<file path="config.mk">
export PLATFORM = sky130hd
export DESIGN_NAME = nmi_supervisor
export DESIGN_NICKNAME = d
export VERILOG_FILES = /design/src/rtl/nmi_sup_pkg.sv /design/src/rtl/nmi_flag_bank.sv /design/src/rtl/nmi_wdog_counter.sv /design/src/rtl/nmi_reg_if.sv /design/src/rtl/nmi_supervisor.sv
export SDC_FILE = /design/constraint.sdc
export NUM_CORES = 1
export LEC_CHECK = 0
export BUFFER_PORTS_ARGS = -buffer_cell sky130_fd_sc_hd__buf_2
export CAP_MARGIN = 25
export CELL_PAD_IN_SITES_DETAIL_PLACEMENT = 1
export CELL_PAD_IN_SITES_GLOBAL_PLACEMENT = 1
export CORE_MARGIN = 2
export CORE_UTILIZATION = 41
export DETAILED_ROUTE_END_ITERATION = 10
export GPL_TIMING_DRIVEN = 0
export HOLD_SLACK_MARGIN = 0.06
export PLACE_DENSITY = 0.92
export SLEW_MARGIN = 20
export SYNTH_ARGS = -nofsm -noshare
export SYNTH_HDL_FRONTEND = slang
export SYNTH_SLANG_ARGS = --single-unit
export TNS_END_PERCENT = 10
</file>
<file path="constraint.sdc">
create_clock -name clk -period 3.6 [get_ports clk]
set_input_delay 0.72 -clock clk [delete_from_list [all_inputs] [get_ports clk]]
set_output_delay 0.72 -clock clk [all_outputs]
set_load 0.02 [all_outputs]
</file>
<file path="src/rtl/nmi_sup_pkg.sv">
// Package: shared register map and widths for the NMI supervisor.
// Assumes a 3-bit word address bus; all other widths are parameters of the modules.
package nmi_sup_pkg;

    localparam int NMI_ADDR_W = 3;

    typedef enum logic [NMI_ADDR_W-1:0] {
        REG_FLAGS  = 3'd0,
        REG_CLEAR  = 3'd1,
        REG_FORCE  = 3'd2,
        REG_PERIOD = 3'd3,
        REG_COUNT  = 3'd4
    } nmi_reg_e;

endpackage

</file>
<file path="src/rtl/nmi_flag_bank.sv">
// Module: nmi_flag_bank
// Holds one sticky flag per failure source. A set (hardware input or force)
// beats a clear in the same cycle. Drives the pending summary for enabled flags.
// Assumes force_i and clr_i are already decoded single-cycle pulses.
module nmi_flag_bank #(
    parameter int                    NUM_FAIL = 2,
    parameter logic [NUM_FAIL-1:0]   EN_MASK  = NUM_FAIL'(1)
) (
    input  logic                clk,
    input  logic                rst_n,
    input  logic [NUM_FAIL-1:0] fail_i,
    input  logic [NUM_FAIL-1:0] force_i,
    input  logic [NUM_FAIL-1:0] clr_i,
    output logic [NUM_FAIL-1:0] flags_o,
    output logic                pending_o
);

    logic [NUM_FAIL-1:0] set_vec;
    logic [NUM_FAIL-1:0] flag_q;

    // Combine hardware and software set requests.
    always_comb begin
        set_vec = fail_i | force_i;
    end

    // One sticky flag flop per failure source.
    for (genvar gi = 0; gi < NUM_FAIL; gi++) begin : g_flag
        always_ff @(posedge clk) begin
            if (!rst_n) begin
                flag_q[gi] <= 1'b0;
            end else if (set_vec[gi]) begin
                flag_q[gi] <= 1'b1;
            end else if (clr_i[gi]) begin
                flag_q[gi] <= 1'b0;
            end
        end
    end

    // Summary of enabled pending failures.
    always_comb begin
        flags_o   = flag_q;
        pending_o = |(flag_q & EN_MASK);
    end

    // a set flag that was not cleared stays set.
    a_r2_sticky: assert property (@(posedge clk) disable iff (!rst_n)
        ((flag_q & $past(flag_q & ~clr_i)) == $past(flag_q & ~clr_i)));

    // a clear without a concurrent set empties the flag.
    a_r6_clear: assert property (@(posedge clk) disable iff (!rst_n)
        ((flag_q & $past(clr_i & ~set_vec)) == '0));

    // a set request always leaves the flag set.
    a_r2_set: assert property (@(posedge clk) disable iff (!rst_n)
        ((flag_q & $past(set_vec)) == $past(set_vec)));

endmodule

</file>
<file path="src/rtl/nmi_wdog_counter.sv">
// Module: nmi_wdog_counter
// Escalation counter: counts clocks while a failure is pending, wraps at the
// period and emits a registered one-cycle reset strobe on the wrap.
// Assumes pending_i and period_i come from registers (no combinational loops).
module nmi_wdog_counter #(
    parameter int CNT_W = 16
) (
    input  logic             clk,
    input  logic             rst_n,
    input  logic             pending_i,
    input  logic [CNT_W-1:0] period_i,
    output logic [CNT_W-1:0] count_o,
    output logic             strobe_o
);

    logic [CNT_W-1:0] cnt_q;
    logic             strobe_q;
    logic             hit;

    // Detect that the counter has arrived at the programmed period.
    always_comb begin
        hit = (cnt_q == period_i);
    end

    // Count while pending, hold at zero otherwise, wrap and strobe on a hit.
    always_ff @(posedge clk) begin
        if (!rst_n) begin
            cnt_q    <= '0;
            strobe_q <= 1'b0;
        end else begin
            strobe_q <= pending_i & hit;
            if (!pending_i || hit) begin
                cnt_q <= '0;
            end else begin
                cnt_q <= cnt_q + CNT_W'(1);
            end
        end
    end

    // Drive outputs from the state flops.
    always_comb begin
        count_o  = cnt_q;
        strobe_o = strobe_q;
    end

    // no pending failure forces the counter to zero next cycle.
    a_r4_hold_zero: assert property (@(posedge clk) disable iff (!rst_n)
        !pending_i |=> (cnt_q == '0));

    // below the period the counter steps by one.
    a_r4_step: assert property (@(posedge clk) disable iff (!rst_n)
        (pending_i && (cnt_q != period_i)) |=> (cnt_q == $past(cnt_q) + CNT_W'(1)));

    // reaching the period fires the strobe and wraps to zero.
    a_r5_fire: assert property (@(posedge clk) disable iff (!rst_n)
        (pending_i && (cnt_q == period_i)) |=> (strobe_q && (cnt_q == '0)));

    // with a nonzero period the strobe lasts one cycle.
    a_r5_single: assert property (@(posedge clk) disable iff (!rst_n)
        (strobe_q && (period_i != '0)) |=> !strobe_q);

endmodule

</file>
<file path="src/rtl/nmi_reg_if.sv">
// Module: nmi_reg_if
// Register decode: write-1-to-clear and force pulses, the protected period
// register, and the combinational read mux. Assumes DATA_W > NUM_FAIL and
// DATA_W == CNT_W so each register maps to one word.
module nmi_reg_if
    import nmi_sup_pkg::*;
#(
    parameter int               NUM_FAIL   = 2,
    parameter int               CNT_W      = 16,
    parameter int               DATA_W     = 16,
    parameter logic [CNT_W-1:0] PERIOD_RST = '1
) (
    input  logic                  clk,
    input  logic                  rst_n,
    input  logic                  wr_i,
    input  logic [NMI_ADDR_W-1:0] addr_i,
    input  logic [DATA_W-1:0]     wdata_i,
    input  logic                  prot_en_i,
    input  logic [NUM_FAIL-1:0]   flags_i,
    input  logic                  pending_i,
    input  logic [CNT_W-1:0]      count_i,
    output logic [NUM_FAIL-1:0]   clr_o,
    output logic [NUM_FAIL-1:0]   force_o,
    output logic [CNT_W-1:0]      period_o,
    output logic [DATA_W-1:0]     rdata_o
);

    logic [CNT_W-1:0]    period_q;
    logic                wr_clear;
    logic                wr_force;
    logic                wr_period;
    logic [NUM_FAIL-1:0] field;

    // Decode write targets; force and period need the protect enable.
    always_comb begin
        wr_clear  = wr_i && (addr_i == REG_CLEAR);
        wr_force  = wr_i && prot_en_i && (addr_i == REG_FORCE);
        wr_period = wr_i && prot_en_i && (addr_i == REG_PERIOD);
        field     = wdata_i[NUM_FAIL:1];
    end

    // Per-flag clear and force pulses.
    always_comb begin
        clr_o   = wr_clear ? field : '0;
        force_o = wr_force ? field : '0;
    end

    // Period register, loaded by a protected write.
    always_ff @(posedge clk) begin
        if (!rst_n) begin
            period_q <= PERIOD_RST;
        end else if (wr_period) begin
            period_q <= wdata_i[CNT_W-1:0];
        end
    end

    // Read mux; write-only registers return zero.
    always_comb begin
        rdata_o = '0;
        unique case (addr_i)
            REG_FLAGS: begin
                rdata_o[NUM_FAIL:1] = flags_i;
                rdata_o[0]          = pending_i;
            end
            REG_PERIOD: rdata_o[CNT_W-1:0] = period_q;
            REG_COUNT:  rdata_o[CNT_W-1:0] = count_i;
            default:    rdata_o = '0;
        endcase
    end

    // Expose the period to the counter.
    always_comb begin
        period_o = period_q;
    end

    // an unprotected write never alters the period.
    a_r8_period_locked: assert property (@(posedge clk) disable iff (!rst_n)
        (wr_i && !prot_en_i) |=> $stable(period_q));

    // a protected period write is read back as written.
    a_r9_period_load: assert property (@(posedge clk) disable iff (!rst_n)
        (wr_i && prot_en_i && (addr_i == REG_PERIOD)) |=> (period_q == $past(wdata_i[CNT_W-1:0])));

endmodule

</file>
<file path="src/rtl/nmi_supervisor.sv">
// Module: nmi_supervisor (top)
// Failure-flag NMI supervisor: sticky failure flags, interrupt request,
// escalation counter and one-cycle reset strobe behind a small register bus.
// Assumes fail_i is synchronous to clk; fail_i[0] is the clock-fail source.
module nmi_supervisor
    import nmi_sup_pkg::*;
#(
    parameter int                  NUM_FAIL   = 2,
    parameter logic [NUM_FAIL-1:0] EN_MASK    = NUM_FAIL'(1),
    parameter int                  CNT_W      = 16,
    parameter int                  DATA_W     = 16,
    parameter logic [CNT_W-1:0]    PERIOD_RST = '1
) (
    input  logic                  clk,
    input  logic                  rst_n,
    input  logic [NUM_FAIL-1:0]   fail_i,
    input  logic                  prot_en_i,
    input  logic                  wr_i,
    input  logic [NMI_ADDR_W-1:0] addr_i,
    input  logic [DATA_W-1:0]     wdata_i,
    output logic [DATA_W-1:0]     rdata_o,
    output logic                  nmi_o,
    output logic                  rst_strobe_o
);

    logic [NUM_FAIL-1:0] flags_w;
    logic [NUM_FAIL-1:0] clr_w;
    logic [NUM_FAIL-1:0] force_w;
    logic                pending_w;
    logic [CNT_W-1:0]    period_w;
    logic [CNT_W-1:0]    count_w;
    logic                strobe_w;

    nmi_reg_if #(
        .NUM_FAIL   (NUM_FAIL),
        .CNT_W      (CNT_W),
        .DATA_W     (DATA_W),
        .PERIOD_RST (PERIOD_RST)
    ) u_regs (
        .clk       (clk),
        .rst_n     (rst_n),
        .wr_i      (wr_i),
        .addr_i    (addr_i),
        .wdata_i   (wdata_i),
        .prot_en_i (prot_en_i),
        .flags_i   (flags_w),
        .pending_i (pending_w),
        .count_i   (count_w),
        .clr_o     (clr_w),
        .force_o   (force_w),
        .period_o  (period_w),
        .rdata_o   (rdata_o)
    );

    nmi_flag_bank #(
        .NUM_FAIL (NUM_FAIL),
        .EN_MASK  (EN_MASK)
    ) u_flags (
        .clk       (clk),
        .rst_n     (rst_n),
        .fail_i    (fail_i),
        .force_i   (force_w),
        .clr_i     (clr_w),
        .flags_o   (flags_w),
        .pending_o (pending_w)
    );

    nmi_wdog_counter #(
        .CNT_W (CNT_W)
    ) u_cnt (
        .clk       (clk),
        .rst_n     (rst_n),
        .pending_i (pending_w),
        .period_i  (period_w),
        .count_o   (count_w),
        .strobe_o  (strobe_w)
    );

    // Drive the interrupt and reset request outputs.
    always_comb begin
        nmi_o        = pending_w;
        rst_strobe_o = strobe_w;
    end

    // a protected force of bit 1 raises the clock-fail flag.
    a_r7_force_sets: assert property (@(posedge clk) disable iff (!rst_n)
        (wr_i && prot_en_i && (addr_i == REG_FORCE) && wdata_i[1]) |=> flags_w[0]);

    // the interrupt line follows enabled pending flags only.
    a_r3_nmi_mask: assert property (@(posedge clk) disable iff (!rst_n)
        nmi_o |-> ((flags_w & EN_MASK) != '0));

endmodule

</file>
==> impl_metrics.py, run 1 <==
metrics = {
    "floorplanning": {
        "start_util_pct": 43.4,
        "die_w_um": 69.8,
        "core_um2": 4090,
        "die-area_um2": 4870,
        "row_count": 23,
        "ios": 43,
        "die_h_um": 69.8,
    },
    "routing": {
        "wl_um": 4760,
        "drtIter0Drc": 106,
        "drc": 0,
        "first_pass_iters": 4,
        "antenna_left": 0,
        "vias": 1696,
        "drt-wirelength-per-cell_um": 15.4,
        "vias_per_cell": 5.49,
    },
    "clock_network": {
        "clockRootBuffer": "clkbuf_8",
        "cts_buffers": 5,
        "cts_num_sinks": 35,
        "ctsHtreeMaxLevel": 2,
        "hold_buffers": 0,
        "cts_setup_buffers": 0,
        "cts_tree": "built",
        "clkSlewWorstSetupHoldPaths_ns": 0.06,
        "clockBufferDepth": 2,
        "ctsResizeCount": 0,
        "insertion_delay_ns": 0.29,
    },
    "yosys": {
        "ys_top_cells_by_count": "42 x nand2_1, 35 x dfxtp_1, 21 x nand3_1",
        "synthTopCellsByArea": "dfxtp_1 39%, nand2_1 8.9%, xnor2_1 8.4%",
        "synth_edf_count": 0,
        "synth_xor_xnor_area_share_pct": 13.3,
        "synthAdderAreaFrac_pct": 0.705,
        "synthMuxAreaShare_pct": 0,
        "async_reset_ff_share_pct": 0,
        "synth_top_area_cell": "dfxtp_1",
        "netlist_instances": 212,
        "yosys_warnings": 0,
        "yosys.area_share.simple_pct": 30.8,
        "synth_cell_type_count": 30,
        "syn-num-nets": 238,
        "synth_top_family_by_area": "simple AND/OR/NAND/NOR gates",
        "synth_flop_cell": "dfxtp_1",
        "ys_seq_area_share_pct": 39.5,
        "avgSynthCellArea_um2": 8.37,
        "synth_compound_area_share_pct": 11.9,
        "syn_area_um2": 1780,
        "synth_top_area_share_pct": 39.5,
        "yosys.cell_count.top_type": "nand2_1",
        "ys_ff_latch": 35,
    },
    "critical_path": {
        "crit_start": "addr_i[0]",
        "crit_path_end_kind": "output port",
        "r2r_start": "u_cnt.count_o[12]",
        "crit_type": "input pin to output port",
        "critical_path_required_ns": 2.88,
        "r2r-end": "u_cnt.count_o[6]",
        "cp.arrival_ns": 2.13,
        "cp-start-kind": "input pin",
        "r2r_cells": 5,
        "reg2reg_slack_ns": 1.73,
        "cp-endpoint": "rdata_o[5]",
        "cp_max_fo": 10,
    },
    "place": {
        "hpwl_um": 3670,
        "gp_congestion": 0.829,
        "port_buffers": 41,
    },
    "global_routing": {
        "grt_pass1_vias": 1712,
        "grtUsageTotal_pct": 21.4,
        "grt_antenna_before_repair": 0,
        "grt_start_max_net_pins": 11,
        "grt_pass1_wl_um": 8270,
        "overflow": 0,
    },
    "sta": {
        "fin_skew_ns": 0.00789,
        "fmax_mhz": 351,
        "hold_viol": 0,
        "worst_pin_slew_ns": 0.564,
        "rsz0062_at_grt": "no",
        "slew_headroom_pct": 62.1,
        "period_needed_ns": 2.85,
        "finalSetupViolCount": 0,
        "maxSlewViolCount": 0,
        "finalCritPeriodShare_pct": 79.1,
        "fin_setup_tns_ns": 0,
    },
    "layout": {
        "diodes": 0,
        "area.sequential_um2": 701,
        "nNetsFinal": 286,
        "nFillCells": 531,
        "layout-drive-gt1-share_pct": 20.8,
        "multi_input_area_um2": 1010,
        "area_growth_pct": 19.2,
    },
    "pwr": {
        "internal-power_uw": 554,
        "power_switching_uw": 181,
        "clkPwrFrac_pct": 35.2,
        "p_seq_share_pct": 54.5,
        "total_power_uw": 735,
        "peakVddDrop_mv": 0.194,
        "p_leak_nw": 0.898,
        "power.density_nw_per_um2": 348,
        "pwr-share-comb_pct": 10.3,
        "p_sw_share_pct": 24.6,
    },
    "outcome": {
        "status": "finished, final reports clean",
    },
    "min_path": {
        "hold_class": "flip-flop to flip-flop",
    },
    "run": {
        "cap_violations": 0,
    },
}
flip-flops by register name, summed over array words and instances (netlist names):
signal             cells
u_cnt.count_o         16
u_regs.period_o       16
u_cnt.strobe_o         1
u_flags.flags_o        1
u_flags.pending_o      1
critical path: stages:
cell      delay (ns)
buf_2           0.12
nor2_1          0.21
and2_1          0.16
clkbuf_1        0.26
buf_2           0.29
a22o_1          0.20
buf_2           0.17
logic make-up (layout without fill, tap and decap cells):
group / count (synthesis) / after routing
xor+xnor: 27 / 27
simple gates: 107 / 107
fa+ha+maj: 1 / 1
compound gates: 27 / 27
flops: 35 / 35
buf+inv: 15 / 62
stage by stage:
step	instance area [µm²]	utilization [%]	hold WS, ns	cells	setup slack [ns]
after floorplan	1780	-	0.473	212	1.16
after global placement	2040	50.0	0.484	303	0.775
after detailed placement	2040	50.0	0.500	303	0.751
after CTS	2120	51.8	0.508	309	0.749
after global routing	2120	51.8	0.529	309	0.606
final	2120	51.8	0.507	309	0.753
metal layers:
layer / track usage (%) / up-vias / wire length, µm
li1: - / 840 / -
met1: 26.8 / 802 / 2120
met2: 34.7 / 39 / 2300
met3: 4.51 / 15 / 185
met4: 10.5 / 0 / 158
met5: 0 / - / 0
worst min-delay path by stage:
| stage | start | endpoint | slack (ns) | cells after the start |
|---|---|---|---|---|
| floorplan | u_regs.period_o[0] | u_regs.period_o[0] | 0.47 | 2 |
| global placement | u_regs.period_o[6] | u_regs.period_o[6] | 0.48 | 2 |
| detailed placement | u_regs.period_o[6] | u_regs.period_o[6] | 0.50 | 2 |
| CTS | u_regs.period_o[10] | u_regs.period_o[10] | 0.51 | 2 |
| global route | u_regs.period_o[10] | u_regs.period_o[10] | 0.53 | 2 |
| finish | u_regs.period_o[7] | u_regs.period_o[7] | 0.51 | 2 |
power groups by stage:
stage	sequential (mW)	combinational, mW	clock [mW]
finish	0.401	0.0755	0.259
global route	0.402	0.0835	0.281
CTS	0.401	0.0762	0.262
detailed placement	0.410	0.0758	0
global placement	0.409	0.0737	0
floorplan	0.408	0.0437	0
layout by cell type, fill, tap and decap left out, drive strengths merged, types with 2 or more instances in the layout:
cell type	Yosys	routed
a211oi	3	3
a221oi	2	2
a22o	13	13
a22oi	3	3
and2	4	4
and4	2	2
buf	5	46
clkbuf	10	16
dfxtp	35	35
nand2	42	42
nand3	22	22
nand4	9	9
nor2	3	3
nor2b	3	3
nor3	12	12
nor3b	2	2
o21ai	6	6
or3	3	3
xnor2	17	17
xor2	10	10
cell type report:
| type | count | share of cell area [%] |
|---|---|---|
| Clock buffer | 6 | 3.43 |
| Tap cell | 50 | 2.96 |
| Buffer | 15 | 3.19 |
| Sequential cell | 35 | 33.1 |
| Timing Repair Buffer | 41 | 9.70 |
| Multi-Input combinational cell | 162 | 47.6 |
Power figures use the tool's default switching activity.
==> run 2, diff against run 1 <==
--- a/config.mk
+++ b/config.mk
@@ -5,16 +5,17 @@
 export SDC_FILE = /design/constraint.sdc
 export NUM_CORES = 1
 export LEC_CHECK = 0
+export ABC_AREA = 1
 export BUFFER_PORTS_ARGS = -buffer_cell sky130_fd_sc_hd__buf_2
 export CAP_MARGIN = 25
 export CELL_PAD_IN_SITES_DETAIL_PLACEMENT = 1
 export CELL_PAD_IN_SITES_GLOBAL_PLACEMENT = 1
 export CORE_MARGIN = 2
-export CORE_UTILIZATION = 41
+export CORE_UTILIZATION = 37
 export DETAILED_ROUTE_END_ITERATION = 10
 export GPL_TIMING_DRIVEN = 0
 export HOLD_SLACK_MARGIN = 0.06
-export PLACE_DENSITY = 0.92
+export PLACE_DENSITY = 0.88
 export SLEW_MARGIN = 20
 export SYNTH_ARGS = -nofsm -noshare
 export SYNTH_HDL_FRONTEND = slang
==> constraint.sdc (replaced) <==
create_clock -name clk -period 2.85 [get_ports clk]
set_input_delay 0.57 -clock clk [delete_from_list [all_inputs] [get_ports clk]]
set_output_delay 0.57 -clock clk [all_outputs]
set_load 0.02 [all_outputs]
==> impl_metrics.py, run 2 <==
metrics = {
    "routing": {
        "drc": 0,
        "drt-wirelength-per-cell_um": 13.6,
        "vias_per_cell": 4.90,
        "first_pass_iters": 4,
        "wl_um": 5490,
        "drtIter0Drc": 62,
        "antenna_left": 0,
        "vias": 1979,
    },
    "global_routing": {
        "grt_antenna_before_repair": 0,
        "grt_pass1_wl_um": 8890,
        "overflow": 0,
        "grt_start_max_net_pins": 11,
        "grt_pass1_vias": 1978,
        "grtUsageTotal_pct": 21.0,
    },
    "critical_path": {
        "r2r_start": "u_cnt.count_o[2]",
        "crit_path_end_kind": "output port",
        "cp.arrival_ns": 1.92,
        "cp_slowest_cell": "clkbuf_1",
        "cp-start-kind": "input pin",
        "reg2reg_slack_ns": 1.33,
        "crit_type": "input pin to output port",
        "cp_max_fo": 10,
        "r2r-end": "u_cnt.count_o[15]",
        "r2r_cells": 10,
        "crit_path_frequent_cell": "buf_2",
        "critical_path_required_ns": 2.28,
        "crit_path_cell_trace": "buf_2 > inv_1 > nand3_1 > clkbuf_1 > o22ai_1 > buf_2",
        "cpPeakStageDelay_ns": 0.35,
    },
    "floorplanning": {
        "core_um2": 5010,
        "ios": 43,
        "die_h_um": 75.6,
        "row_count": 26,
        "die-area_um2": 5710,
        "start_util_pct": 37.8,
        "die_w_um": 75.6,
    },
    "sta": {
        "fin_setup_tns_ns": 0,
        "fin_skew_ns": 0.00895,
        "slew_headroom_pct": 63.3,
        "maxSlewViolCount": 0,
        "setup_slack_ns": 0.361,
        "period_needed_ns": 2.49,
        "hold_viol": 0,
        "finalCritPeriodShare_pct": 87.3,
        "rsz0062_at_grt": "no",
        "finalSetupViolCount": 0,
        "fmax_mhz": 402,
        "worst_pin_slew_ns": 0.551,
    },
    "clock_network": {
        "clockRootBuffer": "clkbuf_8",
        "cts_setup_buffers": 0,
        "ctsHtreeMaxLevel": 2,
        "insertion_delay_ns": 0.30,
        "ctsResizeCount": 0,
        "cts_num_sinks": 35,
        "clockBufferDepth": 2,
        "cts_buffers": 5,
        "clkSlewWorstSetupHoldPaths_ns": 0.07,
        "cts_tree": "built",
        "hold_buffers": 0,
    },
    "layout": {
        "fin_util_pct": 45.3,
        "nFillCells": 698,
        "layout-drive-gt1-share_pct": 17.7,
        "final_common_cell": "nand2_1",
        "diodes": 0,
        "area_growth_pct": 19.7,
        "final_area_um2": 2270,
        "nNetsFinal": 359,
        "mostFrequentLayoutCells": "85 x nand2_1, 46 x inv_1, 43 x buf_2, 39 x nor2_1, 35 x dfxtp_1",
    },
    "yosys": {
        "yosys_warnings": 0,
        "netlist_instances": 285,
        "yosys.cell_count.top_type": "nand2_1",
        "async_reset_ff_share_pct": 0,
        "synth_edf_count": 0,
        "avgSynthCellArea_um2": 6.65,
        "synth_flop_cell": "dfxtp_1",
        "synth_cell_type_count": 25,
        "syn-num-nets": 311,
        "ys_ff_latch": 35,
        "synth_top_area_cell": "dfxtp_1",
        "ys_top_cells_by_count": "85 x nand2_1, 46 x inv_1, 39 x nor2_1",
        "synthTopCellsByArea": "dfxtp_1 37%, nand2_1 17%, inv_1 9.1%",
        "syn_area_um2": 1890,
        "synth_top_area_share_pct": 37.0,
        "ys_seq_area_share_pct": 37.0,
    },
    "place": {
        "hpwl_um": 4140,
        "place_ws_ns": 0.366,
        "port_buffers": 41,
        "gp_congestion": 0.900,
        "placed_area_um2": 2190,
    },
    "pwr": {
        "clkPwrFrac_pct": 37.6,
        "p_leak_nw": 1.04,
        "p_seq_share_pct": 52.1,
        "internal-power_uw": 705,
        "peakVddDrop_mv": 0.199,
        "power_switching_uw": 260,
        "p_sw_share_pct": 26.9,
        "power.density_nw_per_um2": 425,
        "total_power_uw": 965,
        "pwr-share-comb_pct": 10.4,
    },
    "min_path": {
        "min_from": "wdata_i[12]",
        "hold_class": "input pin to flip-flop",
        "holdPathEnd": "u_regs.period_o[12]",
        "min_path_cells": 3,
    },
    "run": {
        "cap_violations": 0,
    },
    "outcome": {
        "status": "finished, final reports clean",
    },
}
-- run 2: critical path: cells and delay by family --
| family | cells | cell delay [ns] |
|---|---|---|
| AO/OA/AOI/OAI | 1 | 0.26 |
| AND/OR/NAND/NOR | 1 | 0.28 |
| buffers and inverters | 4 | 0.80 |
-- run 2: layout make-up --
type / count / area (µm²) / share of cell area, %
plain buffers: 8 / 51.3 / 2.26
clock buffers: 7 / 76.3 / 3.36
clock inverters: 1 / 5.00 / 0.221
inverters: 47 / 176 / 7.78
multi-input cells: 195 / 966 / 42.6
flip-flops and latches: 35 / 701 / 30.9
well taps: 70 / 87.6 / 3.86
repair buffers: 41 / 205 / 9.05
-- run 2: worst max path at each step --
| stage | endpoint | cells past startpoint | startpoint | slack (ns) |
|---|---|---|---|---|
| 3_3_place_gp | rdata_o[6] | 6 | addr_i[1] | 0.38 |
| 4_1_cts | rdata_o[6] | 6 | addr_i[1] | 0.36 |
| 5_1_grt | rdata_o[6] | 6 | addr_i[1] | 0.24 |
| 2_1_floorplan | rdata_o[11] | 4 | addr_i[0] | 0.79 |
| 3_5_place_dp | rdata_o[6] | 6 | addr_i[1] | 0.37 |
| 6_report | rdata_o[6] | 6 | addr_i[1] | 0.36 |
-- run 2: through the flow --
| step | instances | hold slack (ns) |
|---|---|---|
| 4_1_cts | 404 | 0.483 |
| 3_5_place_dp | 396 | 0.482 |
| 5_1_grt | 404 | 0.496 |
| 3_3_place_gp | 396 | 0.464 |
| 2_1_floorplan | 285 | 0.441 |
| 6_report | 404 | 0.482 |
-- run 2: logic make-up (layout without fill, tap and decap cells) --
family | Yosys count | count (layout) | share of synthesized area [%]
XOR/XNOR | 13 | 13 | 6.01
buffers and inverters | 55 | 104 | 12.0
flip-flops | 35 | 35 | 37.0
AO/OA/AOI/OAI | 36 | 36 | 13.1
AND/OR/NAND/NOR | 145 | 145 | 31.2
adder cells (fa/ha/maj) | 1 | 1 | 0.660
-- run 2: routing by layer --
| layer | vias up | share of wire [%] | GRT usage [%] | wire, µm |
|---|---|---|---|---|
| li1 | 995 | - | - | - |
| met1 | 935 | 45 | 25.5 | 2490 |
| met2 | 41 | 49 | 36.0 | 2700 |
| met3 | 8 | 3.9 | 4.37 | 214 |
| met4 | 0 | 1.6 | 8.38 | 87 |
| met5 | - | 0 | 0 | 0 |
-- run 2: power by group through the flow --
stage / Combinational, mW / Sequential [mW] / Clock [mW]
detailed placement: 0.101 / 0.514 / 0
global placement: 0.0973 / 0.513 / 0
global route: 0.111 / 0.503 / 0.386
CTS: 0.101 / 0.502 / 0.365
finish: 0.100 / 0.503 / 0.363
floorplan: 0.0578 / 0.514 / 0
==> run 3, diff against run 2 <==
--- a/config.mk
+++ b/config.mk
@@ -15,6 +15,7 @@
 export DETAILED_ROUTE_END_ITERATION = 10
 export GPL_TIMING_DRIVEN = 0
 export HOLD_SLACK_MARGIN = 0.06
+export MAX_ROUTING_LAYER = met4
 export PLACE_DENSITY = 0.88
 export SLEW_MARGIN = 20
 export SYNTH_ARGS = -nofsm -noshare
==> constraint.sdc (replaced) <==
create_clock -name clk -period 2.85 [get_ports clk]
set_input_delay 0.285 -clock clk [delete_from_list [all_inputs] [get_ports clk]]
set_output_delay 0.285 -clock clk [all_outputs]
set_load 0.02 [all_outputs]
==> impl_metrics.py, run 3 (same netlist as run 2, synthesis figures left out) <==
metrics = {
    "pwr": {
        "total_power_uw": 963,
        "p_leak_nw": 1.04,
        "power.density_nw_per_um2": 425,
        "peakVddDrop_mv": 0.198,
    },
    "outcome": {
        "status": "finished, final reports clean",
    },
    "routing": {
        "first_pass_iters": 4,
        "wl_um": 5500,
        "drtIter0Drc": 68,
        "drc": 0,
        "vias": 1975,
        "vias_per_cell": 4.89,
        "drt-wirelength-per-cell_um": 13.6,
        "antenna_left": 0,
    },
    "critical_path": {
        "cp-start-kind": "input pin",
        "r2r_start": "u_cnt.count_o[2]",
        "reg2reg_slack_ns": 1.32,
        "r2r-end": "u_cnt.count_o[15]",
        "crit_type": "input pin to output port",
        "cp.arrival_ns": 1.65,
        "cp_max_fo": 10,
        "crit_path_end_kind": "output port",
        "critical_path_required_ns": 2.57,
        "r2r_cells": 10,
    },
    "sta": {
        "finalCritPeriodShare_pct": 67.8,
        "period_needed_ns": 1.93,
        "maxSlewViolCount": 0,
        "slew_headroom_pct": 63.3,
        "hold_viol": 0,
        "finalSetupViolCount": 0,
        "fmax_mhz": 518,
        "worst_pin_slew_ns": 0.551,
        "fin_setup_tns_ns": 0,
        "rsz0062_at_grt": "no",
        "setup_slack_ns": 0.918,
        "fin_skew_ns": 0.00909,
        "fin_hold_ws_ns": 0.200,
    },
    "place": {
        "hpwl_um": 4140,
        "place_ws_ns": 0.936,
        "port_buffers": 41,
        "gp_congestion": 0.915,
    },
    "layout": {
        "diodes": 0,
        "layout-drive-gt1-share_pct": 17.7,
        "mostFrequentLayoutCells": "85 x nand2_1, 46 x inv_1, 43 x buf_2, 39 x nor2_1, 35 x dfxtp_1",
        "final_common_cell": "nand2_1",
        "nNetsFinal": 359,
        "area_growth_pct": 19.7,
    },
    "clock_network": {
        "ctsHtreeMaxLevel": 2,
        "cts_num_sinks": 35,
        "insertion_delay_ns": 0.30,
        "cts_setup_buffers": 0,
        "hold_buffers": 0,
        "clockRootBuffer": "clkbuf_8",
        "clockBufferDepth": 2,
        "cts_tree": "built",
        "cts_buffers": 5,
        "clkSlewWorstSetupHoldPaths_ns": 0.07,
        "ctsResizeCount": 0,
    },
    "floorplanning": {
        "row_count": 26,
        "core_um2": 5010,
        "die_h_um": 75.6,
        "die-area_um2": 5710,
        "die_w_um": 75.6,
        "start_util_pct": 37.8,
        "ios": 43,
    },
    "run": {
        "cap_violations": 0,
    },
    "min_path": {
        "holdPathEnd": "u_regs.period_o[12]",
        "hold_class": "input pin to flip-flop",
        "min_path_cells": 3,
        "min_from": "wdata_i[12]",
    },
    "global_routing": {
        "grt_antenna_before_repair": 0,
        "grt_pass1_wl_um": 8880,
        "grtUsageTotal_pct": 21.6,
        "grt_pass1_vias": 1978,
        "grt_start_max_net_pins": 11,
        "overflow": 0,
    },
}
## run 3: cell counts in the layout (fill, tap and decap cells not counted)
Identical to the previous run, type by type.
## run 3: how the worst max path moves through the flow
stage,startpoint,to,slack [ns]
floorplan,addr_i[0],rdata_o[11],1.36
global placement,addr_i[1],rdata_o[6],0.95
detailed placement,addr_i[1],rdata_o[6],0.94
CTS,addr_i[1],rdata_o[6],0.93
global route,addr_i[1],rdata_o[6],0.81
finish,addr_i[1],rdata_o[6],0.92
## run 3: routing by layer
| layer | wire length, µm | track usage (%) |
|---|---|---|
| met4 | 87 | 8.38 |
| met1 | 2540 | 25.4 |
| met2 | 2680 | 36.1 |
| met5 | 0 | - |
| met3 | 202 | 4.23 |
## run 3: layout make-up
cell class	count	area, µm²
repair buffers	41	205
inverters	47	176
multi-input cells	195	966
fillers	698	2740
clock inverters	1	5.00
well taps	70	87.6
clock buffers	7	76.3
plain buffers	8	51.3
flip-flops and latches	35	701
## run 3: metrics by stage
step | area [µm²] | util (%) | cells
2_1_floorplan | 1890 | - | 285
3_3_place_gp | 2190 | 43.7 | 396
3_5_place_dp | 2190 | 43.7 | 396
4_1_cts | 2270 | 45.3 | 404
5_1_grt | 2270 | 45.3 | 404
6_report | 2270 | 45.3 | 404
## run 3: critical path, cell delays in order
cell	delay, ns
buf_2	0.11
inv_1	0.14
nand3_1	0.29
clkbuf_1	0.35
o22ai_1	0.26
buf_2	0.20
## run 3: report_power, final
group | leakage (nW) | total [mW] | switching (mW) | internal, mW
logic | 0.718 | 0.100 | 0.0637 | 0.0367
clock network | 0.0422 | 0.360 | 0.189 | 0.172
registers | 0.284 | 0.503 | 0.00563 | 0.497
total | 1.04 | 0.963 | 0.258 | 0.705
